$ cat src/rtl/isa_seq_pkg.sv
package isa_seq_pkg;

  typedef enum logic [1:0] {
    PH_IDLE  = 2'd0,
    PH_SETUP = 2'd1,
    PH_CMD   = 2'd2,
    PH_HOLD  = 2'd3
  } phase_e;

  // strobe mask bit order: {io_rd, io_wr, mem_rd, mem_wr}
  typedef logic [3:0] strobe_mask_t;

  function automatic int unsigned pick_len(
    input logic mem, input logic wide,
    input int unsigned io8, input int unsigned io16,
    input int unsigned m8, input int unsigned m16);
    if (mem) return wide ? m16 : m8;
    return wide ? io16 : io8;
  endfunction

  function automatic int unsigned max4(
    input int unsigned a, input int unsigned b,
    input int unsigned c, input int unsigned d);
    int unsigned m;
    m = a;
    if (b > m) m = b;
    if (c > m) m = c;
    if (d > m) m = d;
    return m;
  endfunction

  function automatic strobe_mask_t select_strobe(
    input logic write, input logic mem, input logic mute);
    strobe_mask_t s;
    s = '0;
    if (!mute) begin
      case ({mem, write})
        2'b00:   s = 4'b1000;
        2'b01:   s = 4'b0100;
        2'b10:   s = 4'b0010;
        default: s = 4'b0001;
      endcase
    end
    return s;
  endfunction

endpackage

$ cat src/rtl/isa_seq_timer.sv
module isa_seq_timer #(
  parameter int unsigned MAX_LEN = 6,
  localparam int unsigned CNT_W = $clog2(MAX_LEN + 1)
) (
  input  logic             clk,
  input  logic             rst_n,
  input  logic             load,
  input  logic [CNT_W-1:0] len,
  input  logic             run,
  output logic             last_beat
);
  logic [CNT_W-1:0] cnt;

  always_ff @(posedge clk) begin
    if (!rst_n) begin
      cnt <= '0;
    end else if (load) begin
      cnt <= len - CNT_W'(1);
    end else if (run && cnt != '0) begin
      cnt <= cnt - CNT_W'(1);
    end
  end

  assign last_beat = run && (cnt == '0);

  AST_CNT_BOUND: assert property (@(posedge clk) disable iff (!rst_n)
    cnt < CNT_W'(MAX_LEN)) else $error("count out of range");
endmodule

$ cat src/rtl/isa_seq_strobe.sv
module isa_seq_strobe
  import isa_seq_pkg::*;
(
  input  logic active,
  input  logic write,
  input  logic mem,
  input  logic mute,
  output logic ior_n,
  output logic iow_n,
  output logic memr_n,
  output logic memw_n
);
  strobe_mask_t sel;

  always_comb begin
    sel = active ? select_strobe(write, mem, mute) : '0;
  end

  assign ior_n  = ~sel[3];
  assign iow_n  = ~sel[2];
  assign memr_n = ~sel[1];
  assign memw_n = ~sel[0];
endmodule

$ cat src/rtl/isa_cycle_seq.sv
module isa_cycle_seq
  import isa_seq_pkg::*;
#(
  parameter int unsigned HOST_AW   = 32,
  parameter int unsigned ISA_AW    = 24,
  parameter int unsigned DW        = 8,
  parameter int unsigned IO8_LEN   = 6,
  parameter int unsigned IO16_LEN  = 3,
  parameter int unsigned MEM8_LEN  = 6,
  parameter int unsigned MEM16_LEN = 3
) (
  input  logic               clk,
  input  logic               rst_n,
  input  logic               req_valid,
  output logic               req_ready,
  input  logic [HOST_AW-1:0] req_addr,
  input  logic [DW-1:0]      req_wdata,
  input  logic               req_write,
  input  logic               req_mem,
  input  logic               req_wide,
  input  logic               req_bios,
  output logic               done,
  output logic [DW-1:0]      rd_data,
  output logic [ISA_AW-1:0]  isa_addr,
  output logic [DW-1:0]      isa_data_out,
  output logic               isa_data_oe,
  input  logic [DW-1:0]      isa_data_in,
  output logic               ior_n,
  output logic               iow_n,
  output logic               memr_n,
  output logic               memw_n
);
  localparam int unsigned MAX_LEN = max4(IO8_LEN, IO16_LEN, MEM8_LEN, MEM16_LEN);
  localparam int unsigned CNT_W   = $clog2(MAX_LEN + 1);

  phase_e             phase;
  logic [HOST_AW-1:0] q_addr;
  logic [DW-1:0]      q_wdata;
  logic               q_write, q_mem, q_wide, q_bios;

  // named internal events
  logic             take;
  logic             cmd_active;
  logic             cmd_last;
  logic             above_window;
  logic             mute_strobe;
  logic [CNT_W-1:0] cmd_len;

  assign take         = req_valid && (phase == PH_IDLE);
  assign cmd_active   = (phase == PH_CMD);
  assign above_window = |q_addr[HOST_AW-1:ISA_AW];
  assign mute_strobe  = q_mem && !q_bios && above_window;
  assign cmd_len      = CNT_W'(pick_len(q_mem, q_wide, IO8_LEN, IO16_LEN,
                                        MEM8_LEN, MEM16_LEN));

  always_ff @(posedge clk) begin
    if (!rst_n) begin
      phase   <= PH_IDLE;
      q_addr  <= '0;
      q_wdata <= '0;
      q_write <= 1'b0;
      q_mem   <= 1'b0;
      q_wide  <= 1'b0;
      q_bios  <= 1'b0;
    end else begin
      case (phase)
        PH_IDLE: if (take) begin
          phase   <= PH_SETUP;
          q_addr  <= req_addr;
          q_wdata <= req_wdata;
          q_write <= req_write;
          q_mem   <= req_mem;
          q_wide  <= req_wide;
          q_bios  <= req_bios;
        end
        PH_SETUP: phase <= PH_CMD;
        PH_CMD:   if (cmd_last) phase <= PH_HOLD;
        default:  phase <= PH_IDLE;
      endcase
    end
  end

  isa_seq_timer #(.MAX_LEN(MAX_LEN)) u_timer (
    .clk       (clk),
    .rst_n     (rst_n),
    .load      (phase == PH_SETUP),
    .len       (cmd_len),
    .run       (cmd_active),
    .last_beat (cmd_last)
  );

  isa_seq_strobe u_strobe (
    .active (cmd_active),
    .write  (q_write),
    .mem    (q_mem),
    .mute   (mute_strobe),
    .ior_n  (ior_n),
    .iow_n  (iow_n),
    .memr_n (memr_n),
    .memw_n (memw_n)
  );

  always_ff @(posedge clk) begin
    if (!rst_n) begin
      rd_data <= '0;
    end else if (cmd_last && !q_write) begin
      rd_data <= isa_data_in;
    end
  end

  assign req_ready    = (phase == PH_IDLE);
  assign done         = (phase == PH_HOLD);
  assign isa_addr     = q_addr[ISA_AW-1:0];
  assign isa_data_out = q_wdata;
  assign isa_data_oe  = cmd_active && q_write;

  AST_ONE_STROBE: assert property (@(posedge clk) disable iff (!rst_n)
    $countones({~ior_n, ~iow_n, ~memr_n, ~memw_n}) <= 1) else $error("two strobes");
  AST_DONE_PULSE: assert property (@(posedge clk) disable iff (!rst_n)
    done |=> !done) else $error("done too long");
  AST_ADDR_STEADY: assert property (@(posedge clk) disable iff (!rst_n)
    !req_ready |=> (req_ready || $stable(isa_addr))) else $error("address moved");
  AST_MUTED_MEM: assert property (@(posedge clk) disable iff (!rst_n)
    mute_strobe |-> (memr_n && memw_n)) else $error("muted strobe");
  AST_OE_IN_CMD: assert property (@(posedge clk) disable iff (!rst_n)
    isa_data_oe |-> (cmd_active && !req_ready)) else $error("stray oe");
  AST_IDLE_QUIET: assert property (@(posedge clk) disable iff (!rst_n)
    req_ready |-> (ior_n && iow_n && memr_n && memw_n && !isa_data_oe && !done))
    else $error("idle not quiet");
endmodule

$ cat config.mk
export PLATFORM = sky130hd
export DESIGN_NAME = isa_cycle_seq
export DESIGN_NICKNAME = d
export VERILOG_FILES = /design/src/rtl/isa_seq_pkg.sv /design/src/rtl/isa_seq_timer.sv /design/src/rtl/isa_seq_strobe.sv /design/src/rtl/isa_cycle_seq.sv
export SDC_FILE = /design/constraint.sdc
export NUM_CORES = 1
export LEC_CHECK = 0
export ABC_AREA = 0
export BUFFER_PORTS_ARGS = -buffer_cell sky130_fd_sc_hd__buf_4
export CORE_UTILIZATION = 47
export CTS_CLUSTER_DIAMETER = 60
export DETAILED_ROUTE_END_ITERATION = 7
export PLACE_DENSITY = 0.8
export SLEW_MARGIN = 20
export SYNTH_ARGS = -nofsm -noshare
export SYNTH_HDL_FRONTEND = slang
export SYNTH_SLANG_ARGS = --single-unit
$ cat constraint.sdc
create_clock -name clk -period 2.6 [get_ports clk]
set_input_delay 0.26 -clock clk [delete_from_list [all_inputs] [get_ports clk]]
set_output_delay 0.26 -clock clk [all_outputs]
set_load 0.01 [all_outputs]
# Yosys cells after proc, flatten, opt, wreduce, memory -nomap -nowiden
# Cells that the tools add are included.
dict set report op_classes {
  n_addsub 2
  multipliers 0
  n_div 0
  n_lt_le_gt_ge 0
  eq_ne 7
  shift 0
  n_mux 12
  n_bitwise 4
  reduce_logical 17
}
# operator count
set op_table {}
lappend op_table {{two-way mux 3 bit} 5}
lappend op_table {{one-hot mux 4 bit (3 select lines)} 1}
lappend op_table {{two-way mux 4 bit} 2}
lappend op_table {{OR reduction 8 bit} 1}
lappend op_table {{logical AND 1 bit} 7}
lappend op_table {{equality test 2 bit (second input constant)} 3}
lappend op_table {{one-hot mux 2 bit (3 select lines)} 1}
lappend op_table {{subtractor 3 x 1 -> 3 bit (second input constant)} 2}
lappend op_table {{equality test 2 x 1 -> 1 bit (second input constant)} 2}
lappend op_table {{zero test 2 bit} 2}
lappend op_table {{two-way mux 2 bit} 2}
lappend op_table {{inequality test 2 x 1 -> 1 bit (second input constant)} 2}
lappend op_table {{inverter 1 bit} 4}
lappend op_table {{AND reduction 2 bit} 2}
lappend op_table {{zero test 3 bit} 1}
lappend op_table {{nonzero test 3 bit} 1}
lappend op_table {{zero test 1 bit} 2}
lappend op_table {{nonzero test 2 bit} 1}
lappend op_table {{two-way mux 1 bit} 1}
dict set report totals {
  register_bits 57
  latch_bits 0
  mem_bits_rw 0
  rom_bits 0
  input_bits 55
  output_inout_bits 47
  word_cells 51
  n_memories 0
}

# Logic depth before layout (Yosys ltp)
# Gate-level depths: netlist of the first run.
dict set report depth {
  word_depth 6
  depth_mapped 8
  depth_no_buf 7
}

# Hierarchy
# A second synthesis of the first run with hierarchy kept.
dict set report hier_totals {
  hier_cells 292
  hier_area_um2 2697.6
}
# module n_inst cells_each area_each_um2 seq_area_each_um2
set by_module_without_submodules {}
lappend by_module_without_submodules {isa_cycle_seq 1 265 2447.3 1081.0}
lappend by_module_without_submodules {isa_seq_timer 1 23 209.0 60.1}
lappend by_module_without_submodules {isa_seq_strobe 1 4 41.3 0.0}

# Worst setup path after synthesis of the first run
# No wires, ideal clock.
dict set report synth_timing {
  kind {reg-to-reg}
  startpoint {reg phase[1]}
  endpoint {reg u_timer.cnt[2]}
  setup_time_ns 0.095
  arrival_ns 1.723
  required_ns 2.505
  setup_slack_ns 0.781
  path_stages_with_launch 9
  path_buffers 1
  synth_period_minus_slack_ns 1.819
  cell_sequence {dfxtp_1 > inv_1 > ha_1 > clkbuf_1 > mux2i_1 > ha_1 > nand2_1 > or3_1 > a221oi_1}
}
dict set report synth_between {
  elab_chain_len 3
  elab_cells_between_ends 5
  classes_between {2 x eq/ne; 1 x mux; 2 x reduce/logical}
}
# element line_no
set synth_lines {}
lappend synth_lines {{from (decl)} isa_cycle_seq.sv:36} ;# phase_e phase;
lappend synth_lines {{from (signal assigned)} isa_cycle_seq.sv:58} ;# phase <= PH_IDLE;
lappend synth_lines {{from (signal assigned)} isa_cycle_seq.sv:68} ;# phase <= PH_SETUP;
lappend synth_lines {{from (signal assigned)} isa_cycle_seq.sv:76} ;# PH_SETUP: phase <= PH_CMD;
lappend synth_lines {{equality test 2 bit} isa_cycle_seq.sv:50} ;# assign cmd_active = (phase == PH_CMD);
lappend synth_lines {{logical AND 1 bit} isa_seq_timer.sv:19} ;# end else if (run && cnt != '0) begin
lappend synth_lines {{nonzero test 2 bit (no source line)} n/a}
lappend synth_lines {{to (signal assigned)} isa_seq_timer.sv:18} ;# cnt <= len - CNT_W'(1);
lappend synth_lines {{to (signal assigned)} isa_seq_timer.sv:20} ;# cnt <= cnt - CNT_W'(1);
lappend synth_lines {{to (decl)} isa_seq_timer.sv:12} ;# logic [CNT_W-1:0] cnt;
# Parallel ways exist; a longest one is shown, timed or not.
# A chain may end at the register's enable or synchronous reset.

# Worst setup path after layout of the first run
# Same ends and word-level chain as after synthesis.

==> impl_metrics.ini, run 1 <==
[critical_path]
cp_common_cell = ha_1
crit_required_ns = 2.83
worstPathCellList = inv_1 > ha_1 > mux2i_1 > ha_1 > nand2_1 > or3_1 > a221oi_1
worst_ep_arrival_time_ns = 2.12
slowest_stage = dfxtp_1
endpoint_kind = flip-flop
cp_slowest_stage_delay_ns = 0.35
timing.critical_path.from_type = flip-flop
crit_fanout = 7
category_of_cells_accounting_for_the_largest_share_of_critical_path_delay = adder cells
critical_path_buffer_and_inverter_count = 1
timing.setup.critical_path_class = reg -> reg

[die]
design.die.area_sq_mm = 0.00543
floorplan.initialDensity_pct = 49.8
fp.coreArea_sq_mm = 0.00485
rows = 25
die_w_um = 73.7
top_level_ports = 102
chipHeight_um = 73.7

[clock_tree]
cts_inserted_buffers = 9
cts_num_sinks = 57
cts_tree = yes
ctsHoldBuffers = 0
htreeDepth = 3
clock_insertion_delay_worst_skew_ns = 0.32
root_buffer = clkbuf_8
cts.path.max_buffers = 2
cts_setup_buffers = 0
post_cts_resize_count = 0
path_clk_slew_ns = 0.06

[global_routing]
grt_pass1_wl_um = 8420
grt_use_total_pct = 20.0
via_count_of_the_first_global_routing_pass = 2014
antenna_found_initial = 0
overflow = 0
largest_net_degree_at_the_start_of_global_routing = 45

[timing]
final_critical_path_setup_slack_ns = 0.710
setup_viol = 0
worst_clock_skew_ns = 0.00387
timing.final.crit_share_pct = 72.7
finalHoldViolations = 0
number_of_pins_exceeding_their_max_slew_limit_in_the_final_report = 0
timing.max_slew.rel_slack_pct = 49.0
totalNegativeSetupSlack_ns = 0
tightestPinTransition_ns = 0.764
clock.fmax_mhz = 529
final_period_minus_worst_setup_slack_ns = 1.89
rsz0062_at_grt = false

[min_path]
holdCritPathClass = in -> reg

[finish]
mostFrequentLayoutCell = nand2_1
final_cell_area_sq_mm = 0.00320
areaGrowthSynthToFinish_pct = 32.4
fraction_of_layout_cells_with_a_size_suffix_above_1_pct = 31.8
layout_common_cells = nand2_1, buf_4, dfxtp_1, a21oi_1
num_antenna_cells = 0
fin_nets = 436

[placement]
place.gp.congestion = 0.792
preCtsSetupSlack_ns = 0.690
post-dp-hpwl_um = 3690
detailed_place.area_sq_mm = 0.00304
port_buffers = 101

[synth]
ys.warnings.count = 0
netlist-cell-type-count = 31
post_synth_inst_count = 302
synthesis.nets = 363
synth_seq_area_share_pct = 47.2
ys_seq_elements = 57
syn-mean-instance-area_sq_um = 8.00
mappedNetlistArea_sq_mm = 0.00242

[pwr]
ir_worst_vdd_v = 0.000595
power-per-cell-area_mw_per_mm2 = 899
leakage_nw = 1.41

[detailed_routing]
drt_first_pass_iters = 4
wl_per_cell_um = 11.6
vias = 2141
first_iter_violations = 63
totalWireLength_um = 5170
post-route-drc-count = 0
drt.antenna.violating_nets = 0
avgViaCountPerCell = 4.79

[status]
run_status = complete, no violations

[job]
max_cap_violations = 0
==> per-layer routing <==
| metal | up-vias | GRT usage, % | part of all wire, % |
|---|---|---|---|
| met4 | 0 | 8.97 | 1.3 |
| met2 | 65 | 35.2 | 49 |
| met3 | 7 | 4.80 | 6.0 |
| li1 | 1101 | - | - |
| met5 | - | 0 | 0 |
| met1 | 968 | 22.9 | 43 |
==> synth_stat cells, drive strengths merged <==
master	count	share of area, %
a21o	1	0.31
a21oi	48	10
a221oi	2	0.73
and2	2	0.52
buf	26	7.8
clkbuf	16	2.5
dfxtp	57	47
ha	6	3.1
inv	4	0.62
mux2i	9	3.7
nand2	108	17
nand2b	2	0.52
nand3	1	0.21
nand4b	1	0.36
nor2	4	0.62
nor2b	1	0.26
nor4	3	1.4
o211ai	1	0.31
o21ai	3	0.62
o31a	1	0.36
o31ai	1	0.31
or2	1	0.26
or3	2	0.52
or4	1	0.47
xor2	1	0.36
==> worst paths after layout <==
check / cells after the start / startpoint / endpoint / slack, ns
worst max-delay path: 7 / phase[1]$_SDFFE_PN0P_ / u_timer.cnt[2]$_SDFFE_PN0P_ / 0.71
worst min-delay path: 3 / req_addr[19] / q_addr[19]$_SDFFE_PN0P_ / 0.19
worst min register to register: 2 / q_addr[22]$_SDFFE_PN0P_ / q_addr[22]$_SDFFE_PN0P_ / 0.45
worst max register to register: 7 / phase[1]$_SDFFE_PN0P_ / u_timer.cnt[2]$_SDFFE_PN0P_ / 0.71
==> power breakdown <==
part / internal, mW / switching [mW]
Combinational: 0.478 / 0.548
Sequential: 1.06 / 0.140
Clock: 0.339 / 0.314
Total: 1.88 / 1.00
==> area by class of cell <==
type                            count  area [sq um]
Clock buffer                       12           135
Clock inverter                      4          20.0
Fill cell                         426          1650
Inverter                            4          15.0
Multi-Input combinational cell    199          1010
Sequential cell                    57          1140
Tap cell                           67          83.8
Timing Repair Buffer              104           793
==> state kept, by name, indices dropped and copies added (netlist names) <==
| signal | count |
|---|---|
| q_addr | 32 |
| isa_data_out | 8 |
| rd_data | 8 |
| u_timer.cnt | 3 |
| phase | 2 |
| q_bios | 1 |
| q_mem | 1 |
| q_wide | 1 |
| q_write | 1 |
==> through the flow <==
step	utilization, %	hold WS, ns	power, mW	cells
after global routing	66.0	0.182	3.09	447
after global placement	62.8	0.443	2.22	431
after floorplan	-	0.396	1.94	302
after detailed placement	62.8	0.448	2.25	431
final	66.0	0.187	2.88	447
after CTS	66.0	0.171	2.92	447
==> tightest hold or removal path: stages <==
cell and delay [ns]:
buf_4 0.11, nand2_1 0.05, a21oi_1 0.05
==> kinds of logic after synthesis <==
logic type	Yosys count	synth area share [%]
compound gates	57	12.7
buf+inv	46	10.9
xor+xnor	1	0.363
flops	57	47.2
mux	9	3.73
fa+ha+maj	6	3.11
simple gates	126	21.9
Note: power is estimated with default switching activity, not from simulation.
==> run 2, diff against run 1 <==
--- a/config.mk
+++ b/config.mk
@@ -5,12 +5,12 @@
 export SDC_FILE = /design/constraint.sdc
 export NUM_CORES = 1
 export LEC_CHECK = 0
-export ABC_AREA = 0
+export ABC_AREA = 1
 export BUFFER_PORTS_ARGS = -buffer_cell sky130_fd_sc_hd__buf_4
 export CORE_UTILIZATION = 47
 export CTS_CLUSTER_DIAMETER = 60
 export DETAILED_ROUTE_END_ITERATION = 7
-export PLACE_DENSITY = 0.8
+export PLACE_DENSITY = 0.79
 export SLEW_MARGIN = 20
 export SYNTH_ARGS = -nofsm -noshare
 export SYNTH_HDL_FRONTEND = slang
==> constraint.sdc (replaced) <==
create_clock -name clk -period 1.8 [get_ports clk]
set_input_delay 0.18 -clock clk [delete_from_list [all_inputs] [get_ports clk]]
set_output_delay 0.18 -clock clk [all_outputs]
set_load 0.01 [all_outputs]
==> impl_metrics.ini, run 2 <==
[status]
run_status = complete, no violations

[timing]
tightestPinTransition_ns = 0.477
totalNegativeSetupSlack_ns = 0
setup_viol = 0
hold_ws_ns = 0.0972
finalHoldViolations = 0
final_period_minus_worst_setup_slack_ns = 1.69
rsz0062_at_grt = false
worst_clock_skew_ns = 0.00330
number_of_pins_exceeding_their_max_slew_limit_in_the_final_report = 0
timing.final.crit_share_pct = 94.0
final_critical_path_setup_slack_ns = 0.109
clock.fmax_mhz = 591
timing.max_slew.rel_slack_pct = 68.2

[die]
floorplan.initialDensity_pct = 50.3
design.die.area_sq_mm = 0.00552
fp.coreArea_sq_mm = 0.00488
chipHeight_um = 74.3
die_w_um = 74.3
top_level_ports = 102
rows = 25

[synth]
number_of_flops_mapped_to_enable_cells_by_yosys = 0
synth_largest_area_cell = dfxtp_1
list_of_most_frequent_post_synthesis_cells = nor2_1, dfxtp_1, o21ai_0
syn-mean-instance-area_sq_um = 7.31
ys.warnings.count = 0
ys_seq_elements = 57
synthDominantCellAreaShare_pct = 46.5
synth_area_leaders = dfxtp_1, nor2_1, o21ai_0, buf_4, nand2_1
synth_most_common_cell = nor2_1
netlist-cell-type-count = 20
synthesis.nets = 397
synth_seq_area_share_pct = 46.5
post_synth_inst_count = 336
yosys_most_used_dff = dfxtp_1
mappedNetlistArea_sq_mm = 0.00246
postSynth.asyncResetShare_pct = 0

[detailed_routing]
drt_first_pass_iters = 4
vias = 2271
first_iter_violations = 65
drt.antenna.violating_nets = 0
post-route-drc-count = 0
wl_per_cell_um = 11.1
avgViaCountPerCell = 4.69
totalWireLength_um = 5360

[global_routing]
overflow = 0
grt_use_total_pct = 20.0
largest_net_degree_at_the_start_of_global_routing = 58
grt_pass1_wl_um = 8440
antenna_found_initial = 0
via_count_of_the_first_global_routing_pass = 2068

[pwr]
ir_worst_vdd_v = 0.00116
p_seq_share_pct = 37.3
leakage_nw = 1.62
post_layout_total_power_mw = 4.96
combinationalPowerShare_pct = 39.0
p_switching_mw = 1.74
p_sw_share_pct = 35.1
p_clk_share_pct = 23.7
power-per-cell-area_mw_per_mm2 = 1510
p_int_mw = 3.22

[finish]
largest_register_ffs = 32
num_antenna_cells = 0
max_flop_register = q_addr
mostFrequentLayoutCell = nor2_1
nFillCells = 437
layout_common_cells = nor2_1, buf_4, dfxtp_1, o21ai_0, nand2_1
post-route-util_pct = 67.4
areaGrowthSynthToFinish_pct = 34.0
fraction_of_layout_cells_with_a_size_suffix_above_1_pct = 30.9
fin_nets = 474

[clock_tree]
clock_insertion_delay_worst_skew_ns = 0.32
cts_setup_buffers = 0
cts_tree = yes
path_clk_slew_ns = 0.06
cts.path.max_buffers = 2
cts_inserted_buffers = 9
root_buffer = clkbuf_8
htreeDepth = 3
cts_num_sinks = 57

[critical_path]
timing.critical_path.from_type = flip-flop
worst_ep_arrival_time_ns = 1.51
crit_fanout = 5
r2r_slack_ns = 0.22
endpoint_kind = output pin
timing.setup.critical_path_class = reg -> out
crit_required_ns = 1.62
timing.reg2reg.worst_path_depth = 9

[job]
max_cap_violations = 0

[min_path]
whs_path_depth = 3
holdCritPathClass = in -> reg

[placement]
preCtsSetupSlack_ns = 0.105
post-dp-hpwl_um = 3780
place.gp.congestion = 0.777
port_buffers = 101
## run 2: logic make-up after synthesis
family	share of synthesized area (%)
AOI/OAI and AO/OA	10.7
buffers and inverters	13.9
adders and majority gates	3.06
DFF	46.5
and+or+nand+nor	25.9
## run 2: timing repair
action / CTS / global route
gates resized for setup: 1 / 5
endpoints found under the setup margin: 1 / 40
hold buffers: 0 / 0
## run 2: metal layers
metal  vias to the layer above  GRT usage (%)  part of all wire [%]
li1                       1172              -                     -
met1                      1014           21.7                    43
met2                        76           36.5                    48
met3                         9           5.42                   7.7
met4                         0           8.81                   1.3
met5                         -              0                     0
## run 2: power by group through the flow
stage	sequential (mW)	combinational (mW)	clock, mW
2_1_floorplan	1.88	1.35	0
3_3_place_gp	1.85	1.86	0
3_5_place_dp	1.87	1.91	0
4_1_cts	1.84	1.93	1.20
5_1_grt	1.90	2.20	1.25
6_report	1.85	1.94	1.17
## run 2: critical path: stages, from the launching register on
cell	delay [ns]
dfxtp_2	0.35
inv_2	0.08
ha_4	0.16
inv_2	0.03
or2_4	0.25
inv_1	0.08
nand3_1	0.08
buf_4	0.15
## run 2: path summary, 6_finish.rpt
check                                                   end                   from
worst max-delay path                                 memr_n  phase[0]$_SDFFE_PN0P_
worst min-delay path                   q_write$_SDFFE_PN0P_              req_write
worst max register to register  u_timer.cnt[2]$_SDFFE_PN0P_  phase[1]$_SDFFE_PN0P_
worst min register to register          q_wide$_SDFFE_PN0P_    q_wide$_SDFFE_PN0P_
## run 2: cell type report
class                           count  area, sq um  area share [%]
Clock inverter                      3         40.0            1.22
Timing Repair Buffer              106          796            24.2
Sequential cell                    57         1140            34.8
Multi-Input combinational cell    217          990            30.1
Tap cell                           67         83.8            2.55
Inverter                           22         82.6            2.51
Clock buffer                       12          155            4.71
## run 2: through the flow
stage | instance area, sq um | cells
6_report | 3290 | 484
5_1_grt | 3290 | 484
4_1_cts | 3280 | 484
2_1_floorplan | 2460 | 336
3_5_place_dp | 3080 | 469
3_3_place_gp | 3080 | 469
==> run 3, diff against run 2 <==
--- a/config.mk
+++ b/config.mk
@@ -7,10 +7,10 @@
 export LEC_CHECK = 0
 export ABC_AREA = 1
 export BUFFER_PORTS_ARGS = -buffer_cell sky130_fd_sc_hd__buf_4
-export CORE_UTILIZATION = 47
+export CORE_UTILIZATION = 35
 export CTS_CLUSTER_DIAMETER = 60
 export DETAILED_ROUTE_END_ITERATION = 7
-export PLACE_DENSITY = 0.79
+export PLACE_DENSITY = 0.62
 export SLEW_MARGIN = 20
 export SYNTH_ARGS = -nofsm -noshare
 export SYNTH_HDL_FRONTEND = slang
==> impl_metrics.ini, run 3 (synthesis gave the netlist of run 2 again) <==
[status]
run_status = complete, no violations

[critical_path]
timing.critical_path.from_type = flip-flop
timing.reg2reg.worst_path_depth = 9
endpoint_kind = output pin
reg_to_reg_start = phase[1]$_SDFFE_PN0P_
worst_ep_arrival_time_ns = 1.52
crit_fanout = 5
regToRegEndpoint = u_timer.cnt[2]$_SDFFE_PN0P_
timing.setup.critical_path_class = reg -> out
r2r_slack_ns = 0.28
crit_required_ns = 1.62

[detailed_routing]
drt.antenna.violating_nets = 0
avgViaCountPerCell = 4.35
wl_per_cell_um = 10.8
totalWireLength_um = 5540
post-route-drc-count = 0
first_iter_violations = 57
vias = 2226
drt_first_pass_iters = 4

[timing]
timing.final.crit_share_pct = 94.7
totalNegativeSetupSlack_ns = 0
timing.max_slew.rel_slack_pct = 66.2
finalHoldViolations = 0
final_period_minus_worst_setup_slack_ns = 1.70
clock.fmax_mhz = 587
rsz0062_at_grt = false
number_of_pins_exceeding_their_max_slew_limit_in_the_final_report = 0
tightestPinTransition_ns = 0.506
setup_viol = 0
worst_clock_skew_ns = 0.00516

[die]
design.die.area_sq_mm = 0.00736
chipHeight_um = 85.8
rows = 30
top_level_ports = 102
die_w_um = 85.8
fp.coreArea_sq_mm = 0.00679
floorplan.initialDensity_pct = 36.2

[pwr]
leakage_nw = 1.60
ir_worst_vdd_v = 0.000724
power-per-cell-area_mw_per_mm2 = 1450

[min_path]
holdCritPathClass = in -> reg
holdCritStartpoint = req_addr[19]
min_to = q_addr[19]$_SDFFE_PN0P_
whs_path_depth = 3

[global_routing]
via_count_of_the_first_global_routing_pass = 2105
largest_net_degree_at_the_start_of_global_routing = 58
grt_use_total_pct = 15.8
overflow = 0
grt_pass1_wl_um = 9090
antenna_found_initial = 0

[clock_tree]
cts_num_sinks = 57
cts_inserted_buffers = 9
clock_insertion_delay_worst_skew_ns = 0.32
cts_tree = yes
path_clk_slew_ns = 0.06
cts_setup_buffers = 0
cts.path.max_buffers = 2
htreeDepth = 3
root_buffer = clkbuf_8
ctsHoldBuffers = 0

[finish]
fin_nets = 472
areaGrowthSynthToFinish_pct = 33.9
stdcell_count = 512
mostFrequentLayoutCell = nor2_1
largest_register_ffs = 32
fraction_of_layout_cells_with_a_size_suffix_above_1_pct = 30.3
max_flop_register = q_addr
final_cell_area_sq_mm = 0.00329
num_antenna_cells = 0
layout_common_cells = nor2_1, buf_4, dfxtp_1, o21ai_0, nand2_1

[job]
max_cap_violations = 0

[placement]
dpl.cell_count = 496
port_buffers = 101
post-dp-hpwl_um = 3920
detailed_place.area_sq_mm = 0.00310
place.gp.congestion = 0.698
run 3: changes by cell type in the layout (fill, tap and decap cells not counted):
cell       change
nand2_2        -1
bufinv_16      -1
buf_4          -2
nand2_1        +1
clkinv_2       +1
clkbuf_1       +1
run 3: worst max path at each step:
| stage | start | to | slack, ns |
|---|---|---|---|
| floorplan | phase[1]$_SDFFE_PN0P_ | u_timer.cnt[2]$_SDFFE_PN0P_ | 0.38 |
| global placement | phase[0]$_SDFFE_PN0P_ | memr_n | 0.30 |
| detailed placement | phase[1]$_SDFFE_PN0P_ | u_timer.cnt[2]$_SDFFE_PN0P_ | 0.26 |
| CTS | phase[1]$_SDFFE_PN0P_ | memr_n | 0.02 |
| global route | phase[0]$_SDFFE_PN0P_ | memr_n | 0.009 |
| finish | phase[0]$_SDFFE_PN0P_ | memr_n | 0.1 |
run 3: where the power goes:
| part | switching (mW) | internal (mW) |
|---|---|---|
| Clock | 0.466 | 0.568 |
| Sequential | 0.211 | 1.64 |
| Combinational | 1.03 | 0.855 |
| Total | 1.71 | 3.06 |
run 3: metal layers:
metal	global-route usage, %	up-vias	part of all wire [%]
met5	0	-	0
li1	-	1171	-
met2	27.1	56	48
met1	18.8	994	46
met4	7.27	0	0.87
met3	3.56	5	4.5
run 3: per-stage QoR:
step                power, mW  setup WS (ns)  utilization, %  hold slack, ns
CTS                      4.85         0.0204            48.4          0.0762
global route             5.17        0.00929            48.4          0.0923
detailed placement       3.78          0.259            45.6           0.423
global placement         3.72          0.303            45.6           0.417
floorplan                3.22          0.380               -           0.328
finish                   4.78         0.0961            48.4          0.0944
run 3: timing repair:
item                       in CTS  in global routing
pin swaps                       0                  0
setup endpoints to repair       2                  2
resized for setup               3                  2
run 3: layout make-up:
class,count,area (sq um)
clock buffer,13,159
clock inverter,3,15.0
fill,700,3510
inverter,22,82.6
multi-input combinational,217,987
sequential,57,1140
tap,96,120
timing repair buffer,104,781
run 3: worst max-delay path, cell delays in order (launching register included):
cell and delay [ns]:
dfxtp_2 0.35, inv_2 0.09, ha_4 0.17, inv_2 0.03, or2_4 0.25, inv_1 0.09
nand3_1 0.09, buf_4 0.15
